File: config.mk
export PLATFORM = sky130hd
export DESIGN_NAME = sdram_cmd_guard
export DESIGN_NICKNAME = d
export VERILOG_FILES = /design/src/rtl/sdc_pkg.sv /design/src/rtl/sdc_cmd_decode.sv /design/src/rtl/sdc_rules.sv /design/src/rtl/sdc_bank_state.sv /design/src/rtl/sdc_err_log.sv /design/src/rtl/sdram_cmd_guard.sv
export SDC_FILE = /design/constraint.sdc
export NUM_CORES = 1
export LEC_CHECK = 0
export BUFFER_PORTS_ARGS = -buffer_cell sky130_fd_sc_hd__buf_2
export CORE_UTILIZATION = 40
export CTS_CLUSTER_DIAMETER = 120
export DETAILED_ROUTE_END_ITERATION = 12
export GPL_TIMING_DRIVEN = 0
export REMOVE_ABC_BUFFERS = 1
export SYNTH_ARGS = -nofsm -noshare
export SYNTH_HDL_FRONTEND = slang
export SYNTH_SLANG_ARGS = --single-unit
File: constraint.sdc
create_clock -name clk -period 2.39 [get_ports clk]
set_input_delay 0.1195 -clock clk [delete_from_list [all_inputs] [get_ports clk]]
set_output_delay 0.1195 -clock clk [all_outputs]
set_load 0.05 [all_outputs]
File: src/rtl/sdc_pkg.sv
// Package: command and error-cause codes shared by the legality checker.
// Assumes: 4-bit codes are enough for both sets of values.
package sdc_pkg;

    typedef enum logic [3:0] {
        CMD_NOP  = 4'd0,
        CMD_ACT  = 4'd1,
        CMD_RD   = 4'd2,
        CMD_WR   = 4'd3,
        CMD_PRE  = 4'd4,
        CMD_PREA = 4'd5,
        CMD_MRS  = 4'd6,
        CMD_REF  = 4'd7,
        CMD_SRE  = 4'd8,
        CMD_SRX  = 4'd9,
        CMD_BST  = 4'd10
    } cmd_e;

    typedef enum logic [3:0] {
        ERR_NONE     = 4'd0,
        ERR_ACT_OPEN = 4'd1,
        ERR_RW_IDLE  = 4'd2,
        ERR_MRS_OPEN = 4'd3,
        ERR_REF_OPEN = 4'd4,
        ERR_LOCKOUT  = 4'd5,
        ERR_AP_BURST = 4'd6
    } cause_e;

endpackage

File: src/rtl/sdc_cmd_decode.sv
// Module: turns the raw command pins into one command code per edge.
// Assumes: the pins are stable around the rising edge. It keeps one
// register of clock-enable history to spot self-refresh entry and exit.
module sdc_cmd_decode
    import sdc_pkg::*;
#(
    parameter int BANK_BITS = 2
) (
    input  logic                 clk,
    input  logic                 rst_n,
    input  logic                 cs_n,
    input  logic                 ras_n,
    input  logic                 cas_n,
    input  logic                 we_n,
    input  logic                 cke,
    input  logic [BANK_BITS-1:0] ba,
    input  logic                 a10,
    output cmd_e                 cmd,
    output logic [BANK_BITS-1:0] tgt_bank,
    output logic                 ap_req
);

    logic       cke_q;
    logic [2:0] strobes;

    // Keep the clock-enable level of the previous edge.
    always_ff @(posedge clk) begin
        if (!rst_n) cke_q <= 1'b1;
        else        cke_q <= cke;
    end

    assign strobes  = {ras_n, cas_n, we_n};
    assign tgt_bank = ba;
    assign ap_req   = a10;

    // Map the pin pattern and the clock-enable history to a command.
    always_comb begin
        cmd = CMD_NOP;
        if (!cke_q && cke) begin
            cmd = CMD_SRX;
        end else if (cke_q && !cke) begin
            if (!cs_n && strobes == 3'b001) cmd = CMD_SRE;
        end else if (cke_q && cke && !cs_n) begin
            case (strobes)
                3'b000:  cmd = CMD_MRS;
                3'b001:  cmd = CMD_REF;
                3'b011:  cmd = CMD_ACT;
                3'b010:  cmd = a10 ? CMD_PREA : CMD_PRE;
                3'b101:  cmd = CMD_RD;
                3'b100:  cmd = CMD_WR;
                3'b110:  cmd = CMD_BST;
                default: cmd = CMD_NOP;
            endcase
        end
    end

    // a deselected steady-clock edge never yields a real command.
    p_desel_nop_r1: assert property (@(posedge clk) disable iff (!rst_n)
        (cs_n && cke && cke_q) |-> (cmd == CMD_NOP));

endmodule

File: src/rtl/sdc_rules.sv
// Module: combinational legality rules for the current command.
// Assumes: the bank, burst and lockout state come from sdc_bank_state.
// When several rules are broken at once, the lockout outranks the
// auto-precharge burst, which outranks the rules of each command.
module sdc_rules
    import sdc_pkg::*;
#(
    parameter int NUM_BANKS = 4,
    parameter int BANK_BITS = 2
) (
    input  cmd_e                 cmd,
    input  logic [BANK_BITS-1:0] tgt_bank,
    input  logic [NUM_BANKS-1:0] bank_open,
    input  logic                 ap_busy,
    input  logic                 lock_active,
    output logic                 illegal,
    output cause_e               cause
);

    logic bank_hit;
    logic any_open;
    logic is_rw;

    assign bank_hit = bank_open[tgt_bank];
    assign any_open = |bank_open;
    assign is_rw    = (cmd == CMD_RD) || (cmd == CMD_WR);

    // Pick the cause of the most important broken rule, if there is one.
    always_comb begin
        illegal = 1'b0;
        cause   = ERR_NONE;
        if (lock_active && cmd != CMD_NOP) begin
            illegal = 1'b1;
            cause   = ERR_LOCKOUT;
        end else if (is_rw && ap_busy) begin
            illegal = 1'b1;
            cause   = ERR_AP_BURST;
        end else begin
            case (cmd)
                CMD_ACT: if (bank_hit) begin
                    illegal = 1'b1;
                    cause   = ERR_ACT_OPEN;
                end
                CMD_RD, CMD_WR: if (!bank_hit) begin
                    illegal = 1'b1;
                    cause   = ERR_RW_IDLE;
                end
                CMD_MRS: if (any_open) begin
                    illegal = 1'b1;
                    cause   = ERR_MRS_OPEN;
                end
                CMD_REF, CMD_SRE: if (any_open) begin
                    illegal = 1'b1;
                    cause   = ERR_REF_OPEN;
                end
                default: ;
            endcase
        end
    end

endmodule

File: src/rtl/sdc_bank_state.sv
// Module: model of the memory. It holds the open-bank vector, the count of
// burst beats left with its auto-precharge bank, and the lockout count
// after a mode set.
// Assumes: 'illegal' comes from sdc_rules for the same command. An
// illegal command leaves all of this state untouched.
module sdc_bank_state
    import sdc_pkg::*;
#(
    parameter int NUM_BANKS   = 4,
    parameter int BANK_BITS   = 2,
    parameter int BURST_LEN   = 4,
    parameter int LOCK_CYCLES = 2
) (
    input  logic                 clk,
    input  logic                 rst_n,
    input  cmd_e                 cmd,
    input  logic [BANK_BITS-1:0] tgt_bank,
    input  logic                 ap_req,
    input  logic                 illegal,
    output logic [NUM_BANKS-1:0] bank_open,
    output logic                 ap_busy,
    output logic                 lock_active
);

    localparam int RW = (BURST_LEN > 1) ? $clog2(BURST_LEN) : 1;
    localparam int LW = $clog2(LOCK_CYCLES + 1);
    localparam logic [RW-1:0] REM_START = RW'(BURST_LEN - 1);
    localparam logic [LW-1:0] LOCK_START = LW'(LOCK_CYCLES);

    logic [NUM_BANKS-1:0] open_q, open_n;
    logic [RW-1:0]        rem_q, rem_n;
    logic                 ap_q, ap_n;
    logic [BANK_BITS-1:0] apb_q, apb_n;
    logic [LW-1:0]        lock_q, lock_n;

    // Work out the next state from the current one and a legal command.
    always_comb begin
        open_n = open_q;
        rem_n  = (rem_q != '0) ? rem_q - 1'b1 : '0;
        ap_n   = ap_q;
        apb_n  = apb_q;
        lock_n = (lock_q != '0) ? lock_q - 1'b1 : '0;
        if (!illegal) begin
            case (cmd)
                CMD_ACT:  open_n[tgt_bank] = 1'b1;
                CMD_PRE:  open_n[tgt_bank] = 1'b0;
                CMD_PREA: open_n = '0;
                CMD_RD, CMD_WR: begin
                    rem_n = REM_START;
                    ap_n  = ap_req;
                    apb_n = tgt_bank;
                end
                CMD_BST:  rem_n = '0;
                CMD_MRS:  lock_n = LOCK_START;
                default:  ;
            endcase
        end
        if (ap_n && rem_n == '0) begin
            open_n[apb_n] = 1'b0;
            ap_n          = 1'b0;
        end
    end

    // Register the model state.
    always_ff @(posedge clk) begin
        if (!rst_n) begin
            open_q <= '0;
            rem_q  <= '0;
            ap_q   <= 1'b0;
            apb_q  <= '0;
            lock_q <= '0;
        end else begin
            open_q <= open_n;
            rem_q  <= rem_n;
            ap_q   <= ap_n;
            apb_q  <= apb_n;
            lock_q <= lock_n;
        end
    end

    assign bank_open   = open_q;
    assign ap_busy     = ap_q && (rem_q != '0);
    assign lock_active = (lock_q != '0);

    // an accepted mode set only ever happens with every bank idle.
    p_mrs_idle_r4: assert property (@(posedge clk) disable iff (!rst_n)
        (cmd == CMD_MRS && !illegal) |-> (open_q == '0));

    // during the lockout the rules reject everything except NOP.
    p_lock_hold_r5: assert property (@(posedge clk) disable iff (!rst_n)
        (lock_q != '0 && cmd != CMD_NOP) |-> illegal);

    // an accepted precharge-all leaves every bank idle.
    p_prea_all_r3: assert property (@(posedge clk) disable iff (!rst_n)
        (cmd == CMD_PREA && !illegal) |=> (open_q == '0));

    // an accepted read or write targets an open bank.
    p_rw_open_r7: assert property (@(posedge clk) disable iff (!rst_n)
        ((cmd == CMD_RD || cmd == CMD_WR) && !illegal) |-> open_q[tgt_bank]);

    // the beat counter never runs past one burst.
    p_rem_bound_r8: assert property (@(posedge clk) disable iff (!rst_n)
        rem_q <= REM_START);

endmodule

File: src/rtl/sdc_err_log.sv
// Module: sticky error flag, with the cause of the first error since the
// last clear.
// Assumes: a new error at the same edge as a clear takes precedence.
module sdc_err_log
    import sdc_pkg::*;
(
    input  logic   clk,
    input  logic   rst_n,
    input  logic   illegal,
    input  cause_e cause_in,
    input  logic   clr,
    output logic   flag,
    output cause_e cause
);

    // Set on error, keep the first cause, clear on request.
    always_ff @(posedge clk) begin
        if (!rst_n) begin
            flag  <= 1'b0;
            cause <= ERR_NONE;
        end else if (illegal) begin
            flag <= 1'b1;
            if (!flag || clr) cause <= cause_in;
        end else if (clr) begin
            flag  <= 1'b0;
            cause <= ERR_NONE;
        end
    end

    // without a clear, the flag and its cause hold.
    p_sticky_r12: assert property (@(posedge clk) disable iff (!rst_n)
        (flag && !clr) |=> (flag && $stable(cause)));

endmodule

File: src/rtl/sdram_cmd_guard.sv
// Module: top of the SDRAM command legality checker. It decodes the bus,
// checks each command against the bank model and logs the errors.
// Assumes: a passive monitor. All outputs are registered at the edge that
// samples the command.
module sdram_cmd_guard
    import sdc_pkg::*;
#(
    parameter int BANK_BITS   = 2,
    parameter int BURST_LEN   = 4,
    parameter int LOCK_CYCLES = 2
) (
    input  logic                          clk,
    input  logic                          rst_n,
    input  logic                          cs_n,
    input  logic                          ras_n,
    input  logic                          cas_n,
    input  logic                          we_n,
    input  logic                          cke,
    input  logic [BANK_BITS-1:0]          ba,
    input  logic                          a10,
    input  logic                          err_clr,
    output logic [3:0]                    cmd_code,
    output logic [(1 << BANK_BITS)-1:0]   bank_open,
    output logic                          err_flag,
    output logic [3:0]                    err_cause
);

    localparam int NUM_BANKS = 1 << BANK_BITS;

    cmd_e                 cmd;
    logic [BANK_BITS-1:0] tgt_bank;
    logic                 ap_req;
    logic                 illegal;
    cause_e               cause_now;
    cause_e               cause_q;
    logic                 ap_busy;
    logic                 lock_active;
    cmd_e                 cmd_q;

    sdc_cmd_decode #(.BANK_BITS(BANK_BITS)) u_dec (
        .clk(clk), .rst_n(rst_n), .cs_n(cs_n), .ras_n(ras_n),
        .cas_n(cas_n), .we_n(we_n), .cke(cke), .ba(ba), .a10(a10),
        .cmd(cmd), .tgt_bank(tgt_bank), .ap_req(ap_req)
    );

    sdc_rules #(.NUM_BANKS(NUM_BANKS), .BANK_BITS(BANK_BITS)) u_rules (
        .cmd(cmd), .tgt_bank(tgt_bank), .bank_open(bank_open),
        .ap_busy(ap_busy), .lock_active(lock_active),
        .illegal(illegal), .cause(cause_now)
    );

    sdc_bank_state #(
        .NUM_BANKS(NUM_BANKS), .BANK_BITS(BANK_BITS),
        .BURST_LEN(BURST_LEN), .LOCK_CYCLES(LOCK_CYCLES)
    ) u_state (
        .clk(clk), .rst_n(rst_n), .cmd(cmd), .tgt_bank(tgt_bank),
        .ap_req(ap_req), .illegal(illegal), .bank_open(bank_open),
        .ap_busy(ap_busy), .lock_active(lock_active)
    );

    sdc_err_log u_log (
        .clk(clk), .rst_n(rst_n), .illegal(illegal), .cause_in(cause_now),
        .clr(err_clr), .flag(err_flag), .cause(cause_q)
    );

    // Register the decoded command for the output.
    always_ff @(posedge clk) begin
        if (!rst_n) cmd_q <= CMD_NOP;
        else        cmd_q <= cmd;
    end

    assign cmd_code  = cmd_q;
    assign err_cause = cause_q;

    // the flag and the recorded cause agree at every edge.
    p_flag_cause_r12: assert property (@(posedge clk) disable iff (!rst_n)
        err_flag == (cause_q != ERR_NONE));

endmodule

==> PnR_summary.wiki, run 1 <==
{| class="wikitable"
! Metric !! Value
|-
| Outcome || completed
|-
| Highest net fanout along the worst path || 8
|-
| Classification of the worst setup path || reg2reg
|-
| CTS root buffer || sky130_fd_sc_hd__clkbuf_4
|-
| Leak || 0.546 nW
|-
| Worst vdd ir || 0.313 mV
|-
| Number of buffers added on ports || 22
|-
| Total number of vias || 1089
|-
| Min-Delay Path Class || in2reg
|-
| Least-Margin Pin Slew || 692 ps
|-
| Number of buffers created by CTS || 3
|-
| Post-synth EDFFs || 0
|-
| Synth Warn # || 0
|-
| Start point of the worst hold path || a10
|-
| Drt pass-1 iters || 5
|-
| CP Capture Type || register
|-
| All-Layer GR Usage || between 10% and 20%
|-
| Reg2Reg Launch Point || u_dec.cke_q$_SDFF_PN1_
|-
| Final critical-path share of the clock period || about 91%
|-
| Post-DP Area || around 0.0012 mm2
|-
| Y dimension of the die || ~56 um
|-
| Synthesized instance count || 137
|-
| Clock skew after layout || 2.51 ps
|-
| Top cell type's share of synthesized area || 35.0%
|-
| Final setup violation count || 0
|-
| Antenna cell count || 0
|-
| I/O pin cnt || 24
|-
| Area of the core || approximately 0.0027 mm2
|-
| Count of unresolved DRC violations after routing || 0
|-
| Maximum Capacitance Violations || 0
|-
| Top routing layer used || met4
|-
| Die area || around 0.003 mm2
|-
| Hold bufs inserted after CTS || 0
|-
| Avg Inst Size Synth || between 8 and 9 um2
|-
| P per Cell Area || 501 mW/mm2
|-
| Starting DRT DRC Count || 21
|-
| Number of nets at the end of the flow || 167
|-
| Filler instances || 289
|-
| CTS max path bufs || 2
|-
| Sum of negative setup slack || 0 ps
|-
| Peak clock frequency supported by timing || 0.460 GHz
|-
| Number of register bits inferred by synthesis || 20
|-
| Required time at the worst-slack endpoint || 2600 ps
|-
| Leading cell type in the layout, fill and taps excluded || sky130_fd_sc_hd__buf_2
|-
| RSZ-0062 raised after global routing || false
|-
| Global route total overflow || 0
|-
| Number of global-route vias before repair || 1006
|-
| Wire length on met3 || 97 um
|-
| Max stage delay on crit path || around 500 ps
|-
| Initial Util || 41.9%
|-
| Antenna violations before repair || 0
|-
| Final GP Congestion || between 0.8 and 0.9
|-
| Cell Area, Synth || 0.00114 mm2
|-
| WL per Instance || 13.7 um
|-
| Insertion delay of the later-clocked pin in the worst-skew pair || 300 ps
|-
| H-tree depth || 1
|-
| Slowest stage cell, crit path || sky130_fd_sc_hd__a31oi_1
|-
| Crit path buf inv count || 0
|-
| Clock tree from TritonCTS || built
|-
| Critical path launch point || u_dec.cke_q$_SDFF_PN1_
|-
| Most used cells in the layout excluding fill and tap cells || sky130_fd_sc_hd__buf_2 (22), sky130_fd_sc_hd__dfxtp_1 (20), sky130_fd_sc_hd__nand2_1 (17)
|-
| Cell Rows || 19
|-
| Final Hold Viols || 0
|-
| Cells taking the most area after synthesis || sky130_fd_sc_hd__dfxtp_1 (35%), sky130_fd_sc_hd__nand2_1 (5.6%), sky130_fd_sc_hd__nand2b_1 (4.9%), sky130_fd_sc_hd__o21ai_0 (3.9%), sky130_fd_sc_hd__nor4_1 (3.3%)
|-
| Register clock-pin slew on the reported worst setup and hold paths || approximately 110 ps
|-
| Share of async-settable or async-resettable flops after synthesis || 0%
|-
| Fraction of the yosys area taken by sequential cells || about a third
|-
| Sequence of cells on the critical path || and4bb_2 -> nand2b_1 -> a31oi_1 -> or4_4 -> nand4_1 -> o22a_1
|-
| Yosys cell types || 48
|-
| Total Wirelength || 2.55 mm
|-
| Detailed Place HPWL || 1.83 mm
|-
| Worst R2R Setup Slack || 210 ps
|-
| Shortest period the worst path allows || ~2200 ps
|-
| Final instance area || 0.00127 mm2
|-
| ANT nets after route || 0
|-
| Post-CTS repair timing setup buffer count || 0
|-
| Proportion of layout cells with a drive suffix above 1 || 21.9%
|-
| Worst endpoint data arrival time || about 2400 ps
|-
| Largest net degree at the start of global routing || 25
|-
| Clk sinks || 20
|-
| Routed metal-1 wirelength || between 1 and 1.5 mm
|-
| Area growth from synthesis to layout || 11.1%
|-
| Top flip-flop cell by instance count after synthesis || sky130_fd_sc_hd__dfxtp_1
|-
| Wire length of the first global-routing pass || 4.32 mm
|-
| Quantity of gates resized following cts || 0
|-
| Crit path launch type || register
|-
| Horiz. Die Dim || 55.5 um
|-
| Largest area contributor in the netlist || sky130_fd_sc_hd__dfxtp_1
|-
| Rel. slew slack || 53.4%
|-
| DR WL met2 || 1.20 mm
|-
| Via density per instance || 5.85
|-
| Final count of pins violating max slew || 0
|-
| Top Family by Delay on Critical Path || simple AND/OR/NAND/NOR gates
|}
[cell type report]
class	instances	area (um2)	share of cell area [%]
clock buffer	4	36.3	2.85
tap	31	38.8	3.05
timing repair buffer	22	110	8.65
multi-input combinational	105	672	52.8
sequential	20	400	31.5
inverter	4	15.0	1.18
[cell families (layout without fill, tap and decap cells)]
kind of cell           Yosys count  count (layout)  synth area share [%]
buffers and inverters           12              30                  6.34
DFF                             20              20                  35.0
AOI/OAI and AO/OA               36              36                  20.8
and+or+nand+nor                 65              65                  33.9
other                            1               1                 0.328
muxes                            3               3                  3.72
[stage by stage]
step | instances | hold WS, ps | power [mW] | setup WS [ps] | utilization [%]
finish | 186 | 89.8 | 0.638 | 214 | 46.5
global route | 186 | 83.3 | 0.670 | 68.3 | 46.5
CTS | 186 | 76.9 | 0.645 | 218 | 46.5
detailed placement | 182 | 403 | 0.444 | 239 | 45.2
global placement | 182 | 404 | 0.443 | 242 | 45.2
floorplan | 129 | 193 | 0.407 | 351 | -
[where the power goes]
group	switching (mW)	internal (mW)	leakage [nW]
Combinational	0.0637	0.0299	0.363
Sequential	0.00397	0.340	0.162
Clock	0.107	0.0929	0.0210
[worst register-to-register path: cells and delay by family, from the launching register on]
| family | cells | cell delay (ps) |
|---|---|---|
| AND/OR/NAND/NOR | 4 | 890 |
| flip-flops | 1 | 440 |
| AO/OA/AOI/OAI | 2 | 760 |
[layer usage]
metal / vias up / track usage [%]
met4: 0 / 6.79
met3: 3 / 3.28
li1: 538 / -
met2: 27 / 28.6
met1: 521 / 21.9
met5: - / 0
[state kept, by name (all words and copies together), names as in the netlist]
register and count:
cmd_code 4, u_dec.cke_q 1, u_log.cause 3, u_log.flag 1
u_state.ap_q 1, u_state.apb_q 2, u_state.bank_open 4, u_state.lock_q 2
u_state.rem_q 2
[synth_stat cells, drive strengths merged, types with 2 or more instances]
library cell	count
dfxtp	20
nand2	17
o21ai	10
nand2b	9
a21oi	7
buf	6
nor4	6
inv	4
nand3b	4
nor2	4
nor2b	4
nor3	4
o22a	4
nand4	3
a21boi	2
a31oi	2
and2	2
clkbuf	2
mux2i	2
nand3	2
[final timing paths]
path,end,depth (start not counted)
worst min-delay path,u_state.ap_q$_SDFF_PP0_,3
worst min register to register,u_log.cause[0]$_SDFFE_PN0P_,2
worst max-delay path,u_state.bank_open[1]$_SDFF_PN0_,6
worst max register to register,u_state.bank_open[1]$_SDFF_PN0_,6
Power figures use the tool's default switching activity.
==> run 2: changes to the inputs <==
--- a/config.mk
+++ b/config.mk
@@ -6,11 +6,14 @@
 export NUM_CORES = 1
 export LEC_CHECK = 0
 export BUFFER_PORTS_ARGS = -buffer_cell sky130_fd_sc_hd__buf_2
+export CORE_MARGIN = 2
 export CORE_UTILIZATION = 40
 export CTS_CLUSTER_DIAMETER = 120
 export DETAILED_ROUTE_END_ITERATION = 12
 export GPL_TIMING_DRIVEN = 0
+export MAX_ROUTING_LAYER = met4
 export REMOVE_ABC_BUFFERS = 1
+export SKIP_CTS_REPAIR_TIMING = 1
 export SYNTH_ARGS = -nofsm -noshare
 export SYNTH_HDL_FRONTEND = slang
 export SYNTH_SLANG_ARGS = --single-unit
==> PnR_summary.wiki, run 2 (same netlist as run 1, synthesis figures left out) <==
{| class="wikitable"
! Metric !! Value
|-
| Least-Margin Pin Slew || 745 ps (+52.3 ps)
|-
| Share of the core filled with cells || 47.1% (+0.59 points)
|-
| Sum of negative setup slack || 0 ps (unchanged)
|-
| Routed metal-1 wirelength || 1.22 mm (-1.2%)
|-
| Number of nets at the end of the flow || 167 (unchanged)
|-
| Largest net degree at the start of global routing || 25 (unchanged)
|-
| Multi-input gate area in the final layout || 672 um2 (unchanged)
|-
| Combined flip-flop and latch cell area || 400 um2 (unchanged)
|-
| Depth of the worst register-to-register path || 6 (unchanged)
|-
| Drt pass-1 iters || 4 (-1)
|-
| Leading cell type in the layout, fill and taps excluded || sky130_fd_sc_hd__buf_2
|-
| Die area || 0.00331 mm2 (+7.3%)
|-
| Count of unresolved DRC violations after routing || 0 (unchanged)
|-
| Sw Share || 24.8% (-2.6 points)
|-
| Y dimension of the die || 57.5 um (+3.6%)
|-
| Worst vdd ir || 0.402 mV (+28%)
|-
| WL per Instance || 13.7 um (-0.59%)
|-
| Most used cells in the layout excluding fill and tap cells || sky130_fd_sc_hd__buf_2 (22), sky130_fd_sc_hd__dfxtp_1 (20), sky130_fd_sc_hd__nand2_1 (17)
|-
| CTS root buffer || sky130_fd_sc_hd__clkbuf_4
|-
| Wire length on met3 || 101 um (+4.1%)
|-
| Shortest period the worst path allows || 2170 ps (-3.85 ps)
|-
| CTS max path bufs || 2 (unchanged)
|-
| Initial Util || 41.9% (unchanged)
|-
| Portion of total power attributed to the clock network || 39.1% (+7.7 points)
|-
| Final setup violation count || 0 (unchanged)
|-
| Cell Rows || 19 (unchanged)
|-
| H-tree depth || 1 (unchanged)
|-
| RSZ-0062 raised after global routing || false
|-
| Register clock-pin slew on the reported worst setup and hold paths || 120 ps (about the same)
|-
| Total Wirelength || 2.54 mm (-0.59%)
|-
| Filler instances || 268 (-7.3%)
|-
| Antenna violations before repair || 0 (unchanged)
|-
| Smallest setup slack after layout || 218 ps (+3.85 ps)
|-
| Cell-internal power || 0.539 mW (+17%)
|-
| CP Capture Type || register
|-
| Horiz. Die Dim || 57.5 um (+3.6%)
|-
| Insertion delay of the later-clocked pin in the worst-skew pair || 300 ps (about the same)
|-
| Number of global-route vias before repair || 1030 (+2.4%)
|-
| Total number of vias || 1068 (-1.9%)
|-
| Final count of pins violating max slew || 0 (unchanged)
|-
| Area growth from synthesis to layout || 12.6%
|-
| Post-DP Area || 0.00124 mm2 (unchanged)
|-
| Worst slack after detailed placement || 247 ps (+7.29 ps)
|-
| P per Cell Area || 557 mW/mm2 (+11%)
|-
| Proportion of layout cells with a drive suffix above 1 || 21.9% (unchanged)
|-
| Rel. slew slack || 49.9% (-3.5 points)
|-
| Detailed Place HPWL || 1.84 mm (about the same)
|-
| Final instance area || 0.00129 mm2 (+1.3%)
|-
| Portion of total power attributed to combinational logic || 13.0% (-1.7 points)
|-
| Antenna cell count || 0 (unchanged)
|-
| DR WL met2 || 1.19 mm (-1.2%)
|-
| Clk sinks || 20 (unchanged)
|-
| Share of total power in sequential cells || 47.9% (-6.0 points)
|-
| Clock tree from TritonCTS || built
|-
| Highest net fanout along the worst path || 8 (unchanged)
|-
| Final GP Congestion || 0.869 (+4.2%)
|-
| Required time at the worst-slack endpoint || 2600 ps (about the same)
|-
| Global route total overflow || 0 (unchanged)
|-
| I/O pin cnt || 24 (unchanged)
|-
| Maximum Capacitance Violations || 0 (unchanged)
|-
| Crit path launch type || register
|-
| Hold Path Depth || 3 (unchanged)
|-
| Worst endpoint data arrival time || 2380 ps (about the same)
|-
| Outcome || completed
|-
| Number of buffers created by CTS || 3 (unchanged)
|-
| Final Hold Viols || 0 (unchanged)
|-
| Classification of the worst setup path || reg2reg
|-
| Final critical-path share of the clock period || 90.9% (-0.16 points)
|-
| Leak || 0.553 nW (+1.3%)
|-
| All-Layer GR Usage || 17.1% (-0.060 points)
|-
| Clock skew after layout || 5.54 ps (+3.03 ps)
|-
| Power spent charging and discharging nets || 0.178 mW (+1.8%)
|-
| Via density per instance || 5.74 (-1.9%)
|-
| Number of buffers added on ports || 22 (unchanged)
|-
| Top routing layer used || met4
|-
| Wire length of the first global-routing pass || 4.35 mm (+0.79%)
|-
| Area of the core || 0.00273 mm2 (unchanged)
|-
| Min-Delay Path Class || in2reg
|-
| Peak clock frequency supported by timing || 0.460 GHz (+0.18%)
|-
| Starting DRT DRC Count || 13 (-38%)
|-
| ANT nets after route || 0 (unchanged)
|}
-- run 2: changes by cell type in the layout (fill, tap and decap cells not counted) --
cell                        change
sky130_fd_sc_hd__bufinv_16      +1
sky130_fd_sc_hd__clkbuf_8       -1
-- run 2: final timing paths --
path,endpoint,startpoint,slack [ps]
max,u_state.bank_open[1]$_SDFF_PN0_,u_dec.cke_q$_SDFF_PN1_,220
min,u_state.ap_q$_SDFF_PP0_,a10,70
max reg2reg,u_state.bank_open[1]$_SDFF_PN0_,u_dec.cke_q$_SDFF_PN1_,220
min reg2reg,u_log.cause[0]$_SDFFE_PN0P_,u_log.cause[0]$_SDFFE_PN0P_,500
-- run 2: power groups by stage --
| stage | clock [mW] | combinational (mW) | sequential, mW |
|---|---|---|---|
| final | 0.280 | 0.0931 | 0.344 |
| after global routing | 0.300 | 0.103 | 0.345 |
| after CTS | 0.287 | 0.0931 | 0.344 |
| after detailed placement | 0 | 0.0924 | 0.351 |
| after global placement | 0 | 0.0912 | 0.351 |
| after floorplan | 0 | 0.0398 | 0.367 |
-- run 2: worst max-delay path, stage by stage (launching register included) --
cell	delay [ps]
sky130_fd_sc_hd__dfxtp_1	430
sky130_fd_sc_hd__and4bb_2	350
sky130_fd_sc_hd__nand2b_1	80
sky130_fd_sc_hd__a31oi_1	520
sky130_fd_sc_hd__or4_4	290
sky130_fd_sc_hd__nand4_1	160
sky130_fd_sc_hd__o22a_1	250
-- run 2: area by class of cell --
class | count | area share [%]
Multi-Input combinational cell | 105 | 52.1
Clock inverter | 1 | 2.33
Clock buffer | 3 | 1.75
Inverter | 4 | 1.17
Timing Repair Buffer | 22 | 8.54
Sequential cell | 20 | 31.1
Tap cell | 31 | 3.01
-- run 2: per-layer routing --
| metal | vias up | GRT usage, % |
|---|---|---|
| met3 | 4 | 4.08 |
| met2 | 24 | 26.5 |
| li1 | 541 | - |
| met4 | 0 | 6.98 |
| met1 | 499 | 21.4 |
| met5 | - | - |
-- run 2: per-stage QoR --
stage | std cells | hold slack, ps | power, mW
3_3_place_gp | 182 | 404 | 0.442
5_1_grt | 186 | 81.1 | 0.748
3_5_place_dp | 182 | 407 | 0.444
4_1_cts | 186 | 68.0 | 0.724
6_report | 186 | 71.4 | 0.717
2_1_floorplan | 129 | 193 | 0.407
